[config.mk]
export PLATFORM = sky130hd
export DESIGN_NAME = vgapt_path
export DESIGN_NICKNAME = d
export VERILOG_FILES = /design/src/rtl/vgapt_pkg.sv /design/src/rtl/vgapt_capture.sv /design/src/rtl/vgapt_delay.sv /design/src/rtl/vgapt_outstage.sv /design/src/rtl/vgapt_path.sv
export SDC_FILE = /design/constraint.sdc
export NUM_CORES = 1
export LEC_CHECK = 0
export ABC_AREA = 0
export ABC_CLOCK_PERIOD_IN_PS = 2400
export BUFFER_PORTS_ARGS = -buffer_cell sky130_fd_sc_hd__buf_2
export CORE_ASPECT_RATIO = 1.1
export CORE_MARGIN = 3
export CORE_UTILIZATION = 56
export CTS_CLUSTER_SIZE = 14
export DETAILED_ROUTE_END_ITERATION = 16
export HOLD_SLACK_MARGIN = 0.1
export PLACE_DENSITY = 0.86
export SLEW_MARGIN = 25
export SYNTH_ARGS = -nofsm -noshare
export SYNTH_HDL_FRONTEND = slang
export SYNTH_SLANG_ARGS = --single-unit
[constraint.sdc]
create_clock -name clk -period 2.4 [get_ports clk]
set_input_delay 0.24 -clock clk [delete_from_list [all_inputs] [get_ports clk]]
set_output_delay 0.24 -clock clk [all_outputs]
set_load 0.005 [all_outputs]
[src/rtl/vgapt_pkg.sv]
package vgapt_pkg;
   localparam int unsigned IDX_W = 8;

   typedef struct packed {
      logic             vs;
      logic             hs;
      logic             blank;
      logic [IDX_W-1:0] idx;
   } beat_t;

   function automatic beat_t idle_beat();
      beat_t b;
      b.vs    = 1'b0;
      b.hs    = 1'b0;
      b.blank = 1'b1;
      b.idx   = '0;
      return b;
   endfunction
endpackage

[src/rtl/vgapt_capture.sv]
module vgapt_capture
   import vgapt_pkg::*;
(
   input  logic  clk,
   input  logic  rst_n,
   input  beat_t d,
   output beat_t q
);
   always_ff @(posedge clk) begin
      if (!rst_n) q <= idle_beat();
      else        q <= d;
   end

   p_capture_r1: assert property (@(posedge clk) disable iff (!rst_n)
      rst_n && $past(rst_n) |-> q == $past(d));
endmodule

[src/rtl/vgapt_delay.sv]
module vgapt_delay
   import vgapt_pkg::*;
#(
   parameter int unsigned EXTRA_DLY = 3
)(
   input  logic  clk,
   input  logic  rst_n,
   input  logic  use_extra,
   input  beat_t d,
   output beat_t q
);
   generate
      if (EXTRA_DLY == 0) begin : g_none
         assign q = d;
      end else begin : g_line
         beat_t stage [EXTRA_DLY];
         always_ff @(posedge clk) begin
            if (!rst_n) begin
               for (int i = 0; i < int'(EXTRA_DLY); i++) stage[i] <= idle_beat();
            end else begin
               stage[0] <= d;
               for (int i = 1; i < int'(EXTRA_DLY); i++) stage[i] <= stage[i-1];
            end
         end
         assign q = use_extra ? stage[EXTRA_DLY-1] : d;
      end
   endgenerate
endmodule

[src/rtl/vgapt_outstage.sv]
module vgapt_outstage
   import vgapt_pkg::*;
#(
   parameter int unsigned EXTRA_DLY = 3
)(
   input  logic  clk,
   input  logic  rst_n,
   input  logic  self_clk,
   input  logic  use_vga,
   input  beat_t vga_b,
   input  beat_t pix_b,
   output beat_t q
);
   localparam int unsigned FLUSH_LEN = EXTRA_DLY + 1;
   localparam int unsigned CNT_W     = $clog2(FLUSH_LEN + 1) + 1;

   logic             self_q;
   logic [CNT_W-1:0] flush_cnt;
   logic             changed;
   logic             flushing;
   beat_t            pick;

   assign changed  = self_clk != self_q;
   assign flushing = changed || (flush_cnt != '0);
   assign pick     = use_vga ? vga_b : pix_b;

   always_ff @(posedge clk) begin
      if (!rst_n) begin
         self_q    <= 1'b0;
         flush_cnt <= '0;
         q         <= idle_beat();
      end else begin
         self_q <= self_clk;
         if (changed)              flush_cnt <= CNT_W'(FLUSH_LEN);
         else if (flush_cnt != '0) flush_cnt <= flush_cnt - 1'b1;
         if (flushing) begin
            q <= idle_beat();
         end else begin
            q     <= pick;
            q.idx <= pick.blank ? '0 : pick.idx;
         end
      end
   end

   p_flush_blank_r8: assert property (@(posedge clk) disable iff (!rst_n)
      flushing |=> q.blank && q.idx == '0 && !q.hs && !q.vs);
   p_cnt_bound_r8: assert property (@(posedge clk) disable iff (!rst_n)
      flush_cnt <= CNT_W'(FLUSH_LEN));
   p_blank_zero_r7: assert property (@(posedge clk) disable iff (!rst_n)
      (!flushing && pick.blank) |=> q.idx == '0);
endmodule

[src/rtl/vgapt_path.sv]
module vgapt_path
   import vgapt_pkg::*;
#(
   parameter int unsigned EXTRA_DLY = 3
)(
   input  logic             clk,
   input  logic             rst_n,
   input  logic [IDX_W-1:0] vga_idx,
   input  logic             vga_blank,
   input  logic             vga_hs,
   input  logic             vga_vs,
   input  logic [IDX_W-1:0] pix_idx,
   input  logic             pix_blank,
   input  logic             pix_hs,
   input  logic             pix_vs,
   input  logic             self_clk,
   input  logic             ctl_wr,
   input  logic [7:0]       ctl_data,
   input  logic [1:0]       clk_sel,
   output logic [1:0]       clk_src,
   output logic [IDX_W-1:0] out_idx,
   output logic             out_blank,
   output logic             out_hs,
   output logic             out_vs
);
   localparam int unsigned SRC_BIT = 7;
   localparam logic [1:0]  VGA_CLK_CODE = 2'b00;

   // permitted range of the extra delay
   initial begin
      if (EXTRA_DLY > 7) $error("EXTRA_DLY must be within 0..7");
   end

   logic  vga_en_q;
   beat_t vga_in, pix_in, vga_cap, pix_cap, vga_dly, out_b;

   assign vga_in = '{vs: vga_vs, hs: vga_hs, blank: vga_blank, idx: vga_idx};
   assign pix_in = '{vs: pix_vs, hs: pix_hs, blank: pix_blank, idx: pix_idx};

   always_ff @(posedge clk) begin
      if (!rst_n)      vga_en_q <= 1'b1;
      else if (ctl_wr) vga_en_q <= ctl_data[SRC_BIT];
   end

   assign clk_src = vga_en_q ? VGA_CLK_CODE : clk_sel;

   vgapt_capture u_cap_vga (.clk(clk), .rst_n(rst_n), .d(vga_in), .q(vga_cap));
   vgapt_capture u_cap_pix (.clk(clk), .rst_n(rst_n), .d(pix_in), .q(pix_cap));

   vgapt_delay #(.EXTRA_DLY(EXTRA_DLY)) u_dly (
      .clk(clk), .rst_n(rst_n), .use_extra(self_clk), .d(vga_cap), .q(vga_dly));

   vgapt_outstage #(.EXTRA_DLY(EXTRA_DLY)) u_out (
      .clk(clk), .rst_n(rst_n), .self_clk(self_clk), .use_vga(vga_en_q),
      .vga_b(vga_dly), .pix_b(pix_cap), .q(out_b));

   assign out_idx   = out_b.idx;
   assign out_blank = out_b.blank;
   assign out_hs    = out_b.hs;
   assign out_vs    = out_b.vs;

   p_srcbit_r4: assert property (@(posedge clk) disable iff (!rst_n)
      ctl_wr |=> vga_en_q == $past(ctl_data[SRC_BIT]));
   p_clksrc_r6: assert property (@(posedge clk) disable iff (!rst_n)
      (!vga_en_q) |-> clk_src == clk_sel);
endmodule

# [Word-level counts from Yosys, hierarchy flattened]
# Memory sizes are Yosys's and may differ from the RTL's.
# Index checks and enable logic that the tools add are counted.
# Widths: inputs -> output; s select.
[op_classes] addsub=1 eq_ne=1 muxes=10 n_bitwise=4 n_reduce_logical=6
[op_table] cell="$mux 11" count=5
[op_table] cell="$mux 3" count=2
[op_table] cell="$reduce_bool 4->1" count=1
[op_table] cell="$reduce_or 2->1" count=2
[op_table] cell="$sub 4x1->4 const B" count=1
[op_table] cell="$or 1x1->1" count=3
[op_table] cell="$reduce_or 3->1" count=1
[op_table] cell="$mux 1" count=2
[op_table] cell="$mux 2" count=1
[op_table] cell="$reduce_bool 2->1" count=1
[op_table] cell="$logic_or 1x1->1" count=1
[op_table] cell="$ne 1x1->1" count=1
[op_table] cell="$not 1->1" count=1
[word_totals] register_bits=39 ram_bits=33 input_bits=36 out_inout_bits=13 word_cells=39 n_memories=1
[mem_list] memory="u_dly.g_line.stage" depth=3 width=11 rd=3 rd_clocked_by_memory_dff=0 wr=3 line="vgapt_delay.sv:16" source="beat_t stage [EXTRA_DLY];"

# [Logic depth before layout (Yosys ltp)]
# An unclocked memory read counts as a cell.
[logic_depth] depth_word=4 mapped_depth=5 depth_no_buf=5

# [Hierarchy]
# From an unflattened synthesis, not the netlist that was laid out.
[hier_totals] cells_unflattened=193 area_unflattened_um2=2318.5
[modules_own_cells] mod="vgapt_delay" instances=1 cells_each=81 area_per_inst_um2=1054.8 seq_area_each_um2=660.6
[modules_own_cells] mod="vgapt_capture" instances=2 cells_each=23 area_per_inst_um2=309.0 seq_area_each_um2=220.2
[modules_own_cells] mod="vgapt_outstage" instances=1 cells_each=61 area_per_inst_um2=599.3 seq_area_each_um2=320.3
[modules_own_cells] mod="vgapt_path" instances=1 cells_each=5 area_per_inst_um2=46.3 seq_area_each_um2=20.0

# [Worst setup path before layout]
# OpenSTA, ideal clock, no wires.
[synth_path] kind="register to register" from="register u_out.flush_cnt[0]" to="register u_out.flush_cnt[1]" setup_ns=0.086 t_arrival_ns=1.164 required_ns=2.314 path_slack_ns=1.150 stages_incl_launch_ff=5 n_path_buf=0 synth_period_minus_slack_ns=1.250 path_cell_list="dfxtp_1 -> inv_1 -> ha_1 -> or3b_1 -> a211oi_1"
[synth_via] elab_chain_len=1 elab_cells_between_ends=2 classes_between="add/sub (1); reduce/logical (1)"
[synth_rtl] item="from (decl)" line="vgapt_outstage.sv:18" source="logic [CNT_W-1:0] flush_cnt;"
[synth_rtl] item="from (signal assigned)" line="vgapt_outstage.sv:34" source="if (changed) flush_cnt <= CNT_W'(FLUSH_LEN);"
[synth_rtl] item="from (signal assigned)" line="vgapt_outstage.sv:35" source="else if (flush_cnt != '0) flush_cnt <= flush_cnt - 1'b1;"
[synth_rtl] item="$sub 4x1->4 / $reduce_bool 4->1 (equally long branches)" line="vgapt_outstage.sv:35"
# Several ways; a longest one is shown, not always the timed one.
# A chain may end at the register's enable or synchronous reset.

# [Worst setup path after layout]
[layout_path] from="register u_out.self_q" to="register u_out.q[8] (netlist name)"
[layout_via] elab_chain_len=3
[layout_rtl] item="from (decl)" line="vgapt_outstage.sv:17" source="logic self_q;"
[layout_rtl] item="from (signal assigned)" line="vgapt_outstage.sv:33" source="self_q <= self_clk;"
[layout_rtl] item="$ne 1x1->1" line="vgapt_outstage.sv:23" source="assign changed = self_clk != self_q;"
[layout_rtl] item="$logic_or 1x1->1" line="vgapt_outstage.sv:24" source="assign flushing = changed || (flush_cnt != '0);"
[layout_rtl] item="$reduce_or 2->1 (no line)"
[layout_rtl] item="to (signal assigned)" line="vgapt_outstage.sv:31" source="q <= idle_beat();"
[layout_rtl] item="to (signal assigned)" line="vgapt_outstage.sv:37" source="q <= idle_beat();"
[layout_rtl] item="to (signal assigned)" line="vgapt_outstage.sv:39" source="q <= pick;"
[layout_rtl] item="to (decl)" line="vgapt_outstage.sv:12" source="output beat_t q"
# No other way between the ends.

==> reports/metrics.yaml <==
sta:
  tightestPinTransition_ns: 0.603
  smallest_setup_slack_after_layout_ns: 0.849
  setup_viol_count_final: 0
  timing.final.max_slew_violations: 0
  final_hold_viol_count: 0
  setup_tns_ns: 0
  grt_setup_unrepaired: "no"
  slew_headroom: 0.597
  final_period_minus_worst_setup_slack_ns: 1.55
  finClkSkew_ns: 0.00697
  fmax_ghz: 0.645
  timing.final.crit_share: 0.646
  hold-worst-slack_ns: 0.111
synthesis:
  synth.top_cell.area_share: 0.630
  ys.warnings.count: 0
  netlist_instances: 195
  seq_area_frac_synth: 0.630
  ys_dominant_reg_cell: "sky130_fd_sc_hd__dfxtp_1"
  ys_ff_latch: 72
  async_reset_ff_frac: 0
  top_cell_types_by_occurrence_after_synthesis: "sky130_fd_sc_hd__dfxtp_1, sky130_fd_sc_hd__and2_1, sky130_fd_sc_hd__nor2_1, sky130_fd_sc_hd__a32oi_1"
  cell_types_occupying_the_most_area_after_synthesis: "sky130_fd_sc_hd__dfxtp_1, sky130_fd_sc_hd__and2_1, sky130_fd_sc_hd__mux2_4"
  cell_type_with_the_largest_total_area_after_synthesis: "sky130_fd_sc_hd__dfxtp_1"
  synth_enable_flop_cells: 0
  synth.cell_area_mm2: 0.00229
  synthMostInstantiatedCell: "sky130_fd_sc_hd__dfxtp_1"
  netlist-cell-type-count: 27
  avgSynthCellArea_um2: 11.7
  synthesis.nets: 232
worst_setup_path:
  cp_cell_sequence: "xnor2_1 -> nand4_1 -> or2_1"
  critical-path-max-stage-delay_ns: 0.47
  setup.worst_path.start_class: "flop"
  cp_top_family: "simple AND/OR/NAND/NOR gates"
  arrival_ns: 1.77
  timing.critical_path.fanout_max: 11
  worstSetupEndpointType: "flop"
  critical-path-slowest-cell: "sky130_fd_sc_hd__nand4_1"
  r2r_start: "u_out.self_q"
  worstRegToRegCells: 3
  critical_path_class: "reg2reg"
  cp.depth: 3
  setup.worst_path.start: "u_out.self_q"
  crit_path_buf_inv_count: 0
  critPathRequiredTime_ns: 2.62
cts:
  clkSlewWorstSetupHoldPaths_ns: 0.07
  cts_buffers: 9
  cts_tree: "done"
  numClockSinks: 72
  cts_htree_levels: 3
  cts_setup_buffers: 0
  clock_tree.buffer_depth: 2
  cts.root.buffer_cell: "sky130_fd_sc_hd__clkbuf_8"
  worstSkewPairLatency_ns: 0.33
routing:
  wl_per_cell_um: 12.3
  detailroute.via_count: 1399
  routed_wire_length_um: 3690
  vias_per_cell: 4.68
  drt_iter0_markers: 113
  residual_drc_count: 0
  ant_nets_after_route: 0
  drtPass1Iterations: 4
final_layout:
  finish.cell_count_without_fillers: 299
  regArea_mm2: 0.00144
  multi_input_area_um2: 790
  final_net_count: 281
  final_layout_size_suffix_gt1_frac: 0.277
  fillCellCount: 268
  antenna_cells: 0
  flow.area_growth_from_synthesis_pct: 21.2
die:
  floorplan.initialDensity: 0.602
  die_height_um: 73.0
  floorplan.die_area_mm2: 0.00489
  boundaryPins: 49
  fp.coreArea_mm2: 0.00380
  die_x_um: 67.0
  std_cell_rows: 23
pwr:
  power_per_cell_area_mw_per_mm2: 849
  ir_worst_vdd_mv: 0.593
  power.static_leakage_nw: 1.21
  total_power_mw: 2.36
placed_design:
  post-dp-hpwl_um: 2380
  pre_cts_ws_ns: 0.625
  place.gp.congestion: 0.697
  port_buffers: 41
  placed_cells: 277
global_route:
  global_route.usage.total: 0.165
  initial_antenna_violation_count: 0
  grt_max_degree: 60
  number_of_global_route_vias_before_repair: 1263
  overflow_left_after_global_routing: 0
  grt_pass1_wl_um: 5660
hold_path:
  hold_start: "vga_idx[5]"
  hold-path-cell-count: 2
  holdCritPathClass: "in2reg"
run:
  maxCapViolCount: 0
run_status:
  outcome: "finished, final reports clean"
[flip-flops by register name, indices dropped and copies added (netlist names)]
name	cells
u_dly.g_line.stage	33
u_cap_pix.q	11
u_cap_vga.q	11
u_out.q	11
u_out.flush_cnt	4
u_out.self_q	1
vga_en_q	1
[kinds of logic (layout without fill, tap and decap cells)]
group,Yosys count,in the layout,share of synthesized area
and+or+nand+nor,81,81,0.202
xor gates and xnor gates,2,2,0.00766
muxes,14,14,0.0793
AOI/OAI and AO/OA,13,13,0.0503
DFF,72,72,0.630
buffers and inverters,12,66,0.0252
adders and majority gates,1,1,0.00547
[cells in the final DEF, fill, tap and decap left out, types with 3 or more instances in the layout]
cell,count
sky130_fd_sc_hd__nand2_1,3
sky130_fd_sc_hd__a32oi_1,8
sky130_fd_sc_hd__mux2_4,7
sky130_fd_sc_hd__clkbuf_8,11
sky130_fd_sc_hd__nand2b_1,5
sky130_fd_sc_hd__and2_1,51
sky130_fd_sc_hd__dlygate4sd3_1,6
sky130_fd_sc_hd__mux2i_1,4
sky130_fd_sc_hd__dfxtp_1,72
sky130_fd_sc_hd__nor2_1,15
sky130_fd_sc_hd__buf_2,41
[report_power, final]
| part | internal (mW) | leakage [nW] | switching [mW] | total (mW) |
|---|---|---|---|---|
| Combinational | 0.0859 | 0.512 | 0.0710 | 0.157 |
| Clock | 0.534 | 0.103 | 0.395 | 0.930 |
| Sequential | 1.24 | 0.591 | 0.0261 | 1.27 |
[worst register-to-register path: cells and delay by family, from the launching register on]
family | cells | cell delay (ns)
xor+xnor | 1 | 0.26
flops | 1 | 0.32
simple gates | 2 | 0.85
[metal layers]
metal / track usage / share of wire / up-vias
met2: 0.252 / 0.46 / 47
li1: - / - / 729
met1: 0.195 / 0.46 / 614
met5: 0 / 0 / -
met4: 0.0743 / 0.017 / 0
met3: 0.0786 / 0.066 / 9
[stage by stage]
stage | utilization | cell area (µm²)
after floorplan | - | 2290
after global placement | 0.662 | 2510
after detailed placement | 0.662 | 2510
after CTS | 0.725 | 2750
after global routing | 0.730 | 2770
final | 0.730 | 2770
[worst paths after layout]
check / end / slack [ns]
worst min-delay path: u_cap_vga.q[5] / 0.11
worst max-delay path: u_out.q[8] / 0.85
worst min register to register: u_dly.g_line.stage[0][30] / 0.41
worst max register to register: u_out.q[8] / 0.85
[what timing repair did]
action	4_1_cts	5_1_grt
endpoints found under the hold margin	4	2
gates resized for setup	0	0
hold buffers	4	2
[final cells by class]
cell class / count / share of cell area
sequential: 72 / 0.520
timing repair buffer: 48 / 0.0984
inverter: 2 / 0.00271
clock buffer: 13 / 0.0573
clock inverter: 3 / 0.0144
multi-input combinational: 111 / 0.285
tap: 50 / 0.0226
Note: power is estimated with default switching activity, not from simulation.
